**config.mk**
```make
export PLATFORM = sky130hd
export DESIGN_NAME = edge_mask_unit
export DESIGN_NICKNAME = d
export VERILOG_FILES = /design/src/rtl/edge_pkg.sv /design/src/rtl/edge_ctrl.sv /design/src/rtl/edge_datapath.sv /design/src/rtl/edge_mask_unit.sv
export SDC_FILE = /design/constraint.sdc
export NUM_CORES = 1
export LEC_CHECK = 0
export ABC_AREA = 1
export BUFFER_PORTS_ARGS = -buffer_cell sky130_fd_sc_hd__buf_4
export CAP_MARGIN = 25
export CORE_ASPECT_RATIO = 1.75
export CORE_MARGIN = 2
export CORE_UTILIZATION = 57
export CTS_CLUSTER_SIZE = 10
export DETAILED_ROUTE_END_ITERATION = 6
export MAX_ROUTING_LAYER = met4
export PLACE_DENSITY_LB_ADDON = 0.08
export SETUP_SLACK_MARGIN = 0.05
export SLEW_MARGIN = 30
export SYNTH_ARGS = -nofsm -noshare
export SYNTH_HDL_FRONTEND = slang
export SYNTH_SLANG_ARGS = --single-unit
```
**constraint.sdc**
```tcl
create_clock -name clk -period 2.5 [get_ports clk]
set_input_delay 0.25 -clock clk [delete_from_list [all_inputs] [get_ports clk]]
set_output_delay 0.25 -clock clk [all_outputs]
set_load 0.02 [all_outputs]
```
**src/rtl/edge_pkg.sv**
```systemverilog
package edge_pkg;

  typedef enum logic [1:0] {
    SIZE_BYTE = 2'd0,
    SIZE_HALF = 2'd1,
    SIZE_WORD = 2'd2,
    SIZE_ALT  = 2'd3
  } elemSize_e;

  localparam int NUM_SIZES = 3;

  typedef struct packed {
    logic                 loadMask;
    logic                 loadFlags;
    logic                 littleEnd;
    logic                 narrow;
    logic [NUM_SIZES-1:0] sizeOneHot;
  } ctrlStrobes_t;

endpackage

```
**src/rtl/edge_ctrl.sv**
```systemverilog
module edge_ctrl
  import edge_pkg::*;
(
  input  logic         reqValid,
  input  logic [1:0]   elemSize,
  input  logic         littleEnd,
  input  logic         setFlags,
  input  logic         narrowMode,
  output ctrlStrobes_t strobes
);

  elemSize_e sizeCode;

  always_comb begin
    sizeCode = elemSize_e'(elemSize);
    strobes.loadMask  = reqValid;
    strobes.loadFlags = reqValid & setFlags;
    strobes.littleEnd = littleEnd;
    strobes.narrow    = narrowMode;
    unique case (sizeCode)
      SIZE_HALF: strobes.sizeOneHot = 3'b010;
      SIZE_WORD: strobes.sizeOneHot = 3'b100;
      default:   strobes.sizeOneHot = 3'b001;
    endcase
  end

endmodule

```
**src/rtl/edge_datapath.sv**
```systemverilog
module edge_datapath
  import edge_pkg::*;
#(
  parameter int ADDR_W      = 64,
  parameter int BLOCK_BYTES = 8,
  parameter int NARROW_W    = 32
) (
  input  logic              clk,
  input  logic              rstN,
  input  ctrlStrobes_t      strobes,
  input  logic [ADDR_W-1:0] addrA,
  input  logic [ADDR_W-1:0] addrB,
  output logic [ADDR_W-1:0] maskOut,
  output logic [3:0]        ccWide,
  output logic [3:0]        ccNarrow,
  output logic              respValid,
  output logic              flagsValid
);

  localparam int IDX_W = $clog2(BLOCK_BYTES);

  logic [BLOCK_BYTES-1:0] leftBy  [NUM_SIZES];
  logic [BLOCK_BYTES-1:0] rightBy [NUM_SIZES];
  logic [BLOCK_BYTES-1:0] leftSel, rightSel, maskNext, maskReg;
  logic                   sameBlock;

  // One mask generator per element size; lane count halves per step.
  for (genvar g = 0; g < NUM_SIZES; g++) begin : gSize
    localparam int LANES = BLOCK_BYTES >> g;
    logic [IDX_W-1-g:0] idxL, idxR;
    assign idxL = addrA[IDX_W-1:g];
    assign idxR = addrB[IDX_W-1:g];
    always_comb begin
      leftBy[g]  = '0;
      rightBy[g] = '0;
      for (int j = 0; j < LANES; j++) begin
        int pos;
        pos = strobes.littleEnd ? j : (LANES - 1 - j);
        leftBy[g][j]  = (pos >= int'(idxL));
        rightBy[g][j] = (pos <= int'(idxR));
      end
    end
  end

  always_comb begin
    leftSel  = '0;
    rightSel = '0;
    for (int g = 0; g < NUM_SIZES; g++) begin
      if (strobes.sizeOneHot[g]) begin
        leftSel  = leftSel  | leftBy[g];
        rightSel = rightSel | rightBy[g];
      end
    end
  end

  always_comb begin
    if (strobes.narrow)
      sameBlock = (addrA[NARROW_W-1:IDX_W] == addrB[NARROW_W-1:IDX_W]);
    else
      sameBlock = (addrA[ADDR_W-1:IDX_W] == addrB[ADDR_W-1:IDX_W]);
    maskNext = sameBlock ? (leftSel & rightSel) : leftSel;
  end

  // Condition codes of addrA - addrB at both widths (full values).
  logic [ADDR_W-1:0]   diffWide;
  logic                borrowWide;
  logic [NARROW_W-1:0] diffNarrow;
  logic                borrowNarrow;
  logic [3:0]          ccWideNext, ccNarrowNext;

  always_comb begin
    {borrowWide, diffWide}     = {1'b0, addrA} - {1'b0, addrB};
    {borrowNarrow, diffNarrow} = {1'b0, addrA[NARROW_W-1:0]} - {1'b0, addrB[NARROW_W-1:0]};
    ccWideNext = {diffWide[ADDR_W-1], (diffWide == '0),
                  (addrA[ADDR_W-1] ^ addrB[ADDR_W-1]) & (addrA[ADDR_W-1] ^ diffWide[ADDR_W-1]),
                  borrowWide};
    ccNarrowNext = {diffNarrow[NARROW_W-1], (diffNarrow == '0),
                    (addrA[NARROW_W-1] ^ addrB[NARROW_W-1]) & (addrA[NARROW_W-1] ^ diffNarrow[NARROW_W-1]),
                    borrowNarrow};
  end

  always_ff @(posedge clk) begin
    if (!rstN) begin
      maskReg    <= '0;
      ccWide     <= '0;
      ccNarrow   <= '0;
      respValid  <= 1'b0;
      flagsValid <= 1'b0;
    end else begin
      respValid  <= strobes.loadMask;
      flagsValid <= strobes.loadFlags;
      if (strobes.loadMask) maskReg <= maskNext;
      if (strobes.loadFlags) begin
        ccWide   <= ccWideNext;
        ccNarrow <= ccNarrowNext;
      end
    end
  end

  assign maskOut = {{(ADDR_W-BLOCK_BYTES){1'b0}}, maskReg};

  // response follows the request by one cycle
  a_r2_latency: assert property (@(posedge clk) disable iff (!rstN)
    strobes.loadMask |=> respValid);

  // final mask never exceeds the left mask
  a_r6_within_left: assert property (@(posedge clk) disable iff (!rstN)
    strobes.loadMask |=> ((maskReg & ~$past(leftSel)) == '0));

  // equal addresses give the zero flag at both widths
  a_r8_zero_flag: assert property (@(posedge clk) disable iff (!rstN)
    (strobes.loadFlags && addrA == addrB) |=> (ccWide[2] && ccNarrow[2] && !ccWide[0]));

  // flags hold when not loaded
  a_r9_flags_hold: assert property (@(posedge clk) disable iff (!rstN)
    !strobes.loadFlags |=> ($stable(ccWide) && $stable(ccNarrow)));

  // flagsValid only together with a response
  a_r9_flags_with_resp: assert property (@(posedge clk) disable iff (!rstN)
    flagsValid |-> respValid);

endmodule

```
**src/rtl/edge_mask_unit.sv**
```systemverilog
module edge_mask_unit
  import edge_pkg::*;
#(
  parameter int ADDR_W      = 64,
  parameter int BLOCK_BYTES = 8,
  parameter int NARROW_W    = 32
) (
  input  logic              clk,
  input  logic              rstN,
  input  logic              reqValid,
  input  logic [ADDR_W-1:0] addrA,
  input  logic [ADDR_W-1:0] addrB,
  input  logic [1:0]        elemSize,
  input  logic              littleEnd,
  input  logic              setFlags,
  input  logic              narrowMode,
  output logic              respValid,
  output logic [ADDR_W-1:0] maskOut,
  output logic [3:0]        ccWide,
  output logic [3:0]        ccNarrow,
  output logic              flagsValid
);

  ctrlStrobes_t strobes;

  edge_ctrl i_ctrl (
    .reqValid  (reqValid),
    .elemSize  (elemSize),
    .littleEnd (littleEnd),
    .setFlags  (setFlags),
    .narrowMode(narrowMode),
    .strobes   (strobes)
  );

  edge_datapath #(
    .ADDR_W     (ADDR_W),
    .BLOCK_BYTES(BLOCK_BYTES),
    .NARROW_W   (NARROW_W)
  ) i_datapath (
    .clk       (clk),
    .rstN      (rstN),
    .strobes   (strobes),
    .addrA     (addrA),
    .addrB     (addrB),
    .maskOut   (maskOut),
    .ccWide    (ccWide),
    .ccNarrow  (ccNarrow),
    .respValid (respValid),
    .flagsValid(flagsValid)
  );

endmodule

```
==> flow_summary.toml, run 1 <==
[outcome]
outcome = "aborted with a tool error"
stop_stage = "5_1_grt"
error = "[ERROR GRT-0232] Routing congestion too high. Check the congestion heatmap in the GUI."

[timing]
crit_endpoint = "i_datapath.ccWide[2]$_SDFFE_PN0P_/D"
endpoint_type = "sequential cell input"

[global_routing]
grt_use_total_pct = 65.8
grt_overflow = 11
grt_max_degree = 14

[logic_synthesis]
synth_top_area_cell = "nand2_1"
synth_seq_cells = 18
synth_area_um2 = 8460
synth_compound_area_share_pct = 9.86
synth_area_leaders = "nand2_1, inv_1, ha_1"
yosysUniqueCellTypes = 40
synthSimpleGateAreaFrac_pct = 47.5
synth_xor_area_share_pct = 1.35
syn-instance-count = 1708
synth_fa_ha_area_share_pct = 12.9
yosysSeqAreaShare_pct = 4.26
synth_top_area_share_pct = 28.4
synth_top_family_by_area = "simple AND/OR/NAND/NOR gates"
synth_mux_area_share_pct = 0
avgSynthCellArea_um2 = 4.96
ys_warn_count = 0

[cts]
post_cts_resize_count = 4
htreeDepth = 1
root_buffer = "clkbuf_16"
cts_buffers = 3
postCtsHoldBufs = 0
cts.sinks = 18
clock_path_buffers = 2
post_cts_buffers = 0

[floorplanning]
io_pins = 210
core.rowCount = 59
die_x_um = 96.1
die_h_um = 165
start_util_pct = 57.6

[placement]
post_dp_cell_area_um2 = 11200
dp_hpwl_mm = 30.6
io_buffers = 153
place_congestion = 1.18
[cell families after synthesis]
family	count (synthesis)
AO/OA/AOI/OAI	148
adder cells (fa/ha/maj)	87
XOR/XNOR	13
AND/OR/NAND/NOR	955
flip-flops	18
buffers and inverters	486
other	1
[cells in the mapped netlist (all sizes together)]
cell	n
a2111oi	1
a21o	2
a21oi	77
a22o	2
a22oi	2
and2	4
buf	57
clkbuf	4
clkinv	1
conb	1
dfxtp	18
fa	1
ha	86
inv	424
nand2	671
nand3	80
nand3b	10
nand4	23
nor2	155
nor3	11
nor4	1
o211ai	5
o21ai	46
o21bai	7
o22ai	1
o31ai	3
o32ai	1
o41ai	1
xnor2	8
xor2	5
[layer usage]
metal / overflow / track usage, %
met1: 0 / 59.8
met2: 4 / 87.3
met3: 0 / 43.1
met4: 7 / 67.9
met5: - / -
[through the flow]
| step | hold slack, ps | setup slack, ps | TNS (ps) | cells |
|---|---|---|---|---|
| CTS | 225 | 52.8 | 0 | 2252 |
| detailed placement | 459 | -276 | -526 | 2248 |
| floorplan | 348 | 225 | 0 | 1763 |
| global placement | 455 | -230 | -293 | 2248 |
==> run 2: changes to the inputs <==
--- a/config.mk
+++ b/config.mk
@@ -8,14 +8,10 @@
 export ABC_AREA = 1
 export BUFFER_PORTS_ARGS = -buffer_cell sky130_fd_sc_hd__buf_4
 export CAP_MARGIN = 25
-export CORE_ASPECT_RATIO = 1.75
 export CORE_MARGIN = 2
-export CORE_UTILIZATION = 57
-export CTS_CLUSTER_SIZE = 10
+export CORE_UTILIZATION = 40
 export DETAILED_ROUTE_END_ITERATION = 6
-export MAX_ROUTING_LAYER = met4
-export PLACE_DENSITY_LB_ADDON = 0.08
-export SETUP_SLACK_MARGIN = 0.05
+export PLACE_DENSITY_LB_ADDON = 0.15
 export SLEW_MARGIN = 30
 export SYNTH_ARGS = -nofsm -noshare
 export SYNTH_HDL_FRONTEND = slang
==> flow_summary.toml, run 2 <==
[cts]
clock_path_buffers = 2
postCtsHoldBufs = 0
cts.sinks = 18
clkLatencyLatePin_ps = 250
htreeDepth = 1
clkTransAtPathRegs_ps = 50
root_buffer = "clkbuf_16"
cts_buffers = 3
cts_tree = "built"

[floorplanning]
core.rowCount = 53
die_h_um = 149
die_area_um2 = 22300
coreArea_um2 = 20900
start_util_pct = 40.5
io_pins = 210
die_x_um = 149

[run]
maxCapViolations = 0

[logic_synthesis]
yosysSeqAreaShare_pct = 4.26
synth_area_leaders = "nand2_1, inv_1, ha_1"
async_flop_share_pct = 0
yosysMostFrequentCell = "nand2_1"
avgSynthCellArea_um2 = 4.96
syn-instance-count = 1708
synth_area_um2 = 8460
yosysUniqueCellTypes = 40
synth_common_cells = "nand2_1, inv_1, nor2_1"
synth_top_area_share_pct = 28.4
synth_edf_count = 0
synthFlopType = "dfxtp_1"
synth_top_area_cell = "nand2_1"
ys_warn_count = 0
synth_seq_cells = 18

[final_layout]
final_cell_mix = "nand2_1, inv_1, buf_4, nor2_1, ha_1"
reg_top3 = "i_datapath.maskReg x8, i_datapath.ccNarrow x4, i_datapath.ccWide x4"
largest-register = "i_datapath.maskReg"
area_delta_synth_final_pct = 40.0
final_cells = 2320
largest_reg_flops = 8
drive_above_1_share_pct = 26.0
final_common_cell = "nand2_1"
nFillCells = 2302
antenna_cells = 0
nNetsFinal = 2269
final_util_pct = 56.7

[timing]
hold-worst-slack_ps = 256
drv_slew = 0
setup_viol_count_final = 0
period_needed_ps = 2440
timing.fmax_mhz = 409
tns_ps = 0
skew_ps = 0
tightestPinTransition_ps = 503
finalHoldViolCount = 0
maxSlewHeadroom_pct = 66.1
rsz0062_at_grt = "true"
fin_crit_sh_pct = 97.7

[worst_setup_path]
setup.worst_path.end = "i_datapath.ccWide[2]"
end_kind = "flip-flop"
critical_path_arrival_ps = 2630
cp-start-kind = "input pin"
crit_required_ps = 2690
reg2reg_from = "i_datapath.ccWide[3]"
cp_max_fo = 4
worstRegToRegCells = 4
critPathKind = "in -> reg"
r2r-end = "i_datapath.ccWide[3]"
critPathLaunch = "addrA[56]"
ff2ff_setup_slack_ps = 1780

[global_routing]
grt_max_degree = 14
grt_overflow = 0
grt_use_total_pct = 27.5
antenna_found_initial = 0
grt_pass1_wl_mm = 48.6
grt_pass1_vias = 9539

[drt]
drc = 0
vias = 10800
ant_nets = 0
first_pass_iters = 5
wl_mm = 31.6
drt_iter0_markers = 562
vias_per_cell = 4.64
routedWlPerCell_um = 13.6

[outcome]
outcome = "completed"

[placement]
io_buffers = 153
dp_hpwl_mm = 28.3
numPlacedInstances = 2309
place_congestion = 1.02

[worst_hold_path]
hp-class = "in -> reg"

[power_and_ir_drop]
pwr_density_cell_nw_per_um2 = 275
p_leak_nw = 7.38
fin_total_pwr_mw = 3.26
ir_worst_vdd_mv = 0.213
## run 2: logic make-up after synthesis
group | after synthesis | synth area share [%]
flip-flops | 18 | 4.26
AO/OA/AOI/OAI | 148 | 9.86
AND/OR/NAND/NOR | 955 | 47.5
XOR/XNOR | 13 | 1.35
adder cells (fa/ha/maj) | 87 | 12.9
buffers and inverters | 486 | 24.1
other | 1 | 0.0443
## run 2: layout make-up
cell class | count | area (um2) | area share, %
well taps | 275 | 344 | 2.90
inverters | 425 | 1600 | 13.5
repair buffers | 339 | 2570 | 21.7
multi-input cells | 1259 | 6890 | 58.1
clock buffers | 4 | 88.8 | 0.750
flip-flops and latches | 18 | 360 | 3.04
## run 2: what timing repair did
item | 4_1_cts | 5_1_grt
gates resized for setup | 10 | 145
endpoints found under the setup margin | 1 | 10
buffers inserted | 0 | 7
pin swaps | 0 | 37
## run 2: critical path, cell delays in order
cell and delay [ps]:
buf_4 110, ha_1 330, a21oi_1 220, o21ai_0 230, a21oi_1 320, nand2_1 130
a21oi_2 280, nand3b_1 120, nand2_1 80, nand2_1 60, nor2_2 150, nand3_1 100
nor2_2 120, nor2_1 60, nor2_1 70
## run 2: worst min path at each step
stage | from | to | slack [ps] | depth (start not counted)
floorplan | rstN | i_datapath.respValid | 350 | 2
global placement | i_datapath.ccNarrow[1] | i_datapath.ccNarrow[1] | 460 | 2
detailed placement | i_datapath.maskReg[3] | i_datapath.maskReg[3] | 460 | 2
CTS | rstN | i_datapath.respValid | 260 | 3
global route | rstN | i_datapath.respValid | 270 | 3
finish | rstN | i_datapath.respValid | 260 | 3
## run 2: per-stage QoR
step                instance area [um2]  setup WS, ps
CTS                               11200         0.343
finish                            11800          58.0
global placement                  11100          -403
detailed placement                11100          -373
floorplan                          8670           225
global route                      11800         -67.5
## run 2: report_power, final
group / total (mW) / switching [mW] / internal, mW
logic: 2.60 / 1.52 / 1.08
registers: 0.312 / 0.00800 / 0.304
clock network: 0.350 / 0.107 / 0.243
## run 2: routing by layer
layer,vias up,global-route usage [%],routed length (um)
met5,-,0,0
met4,0,4.57,601
met3,43,1.10,1820
li1,5682,-,-
met2,347,43.8,13600
met1,4696,41.5,15500
Note: power is estimated with default switching activity, not from simulation.
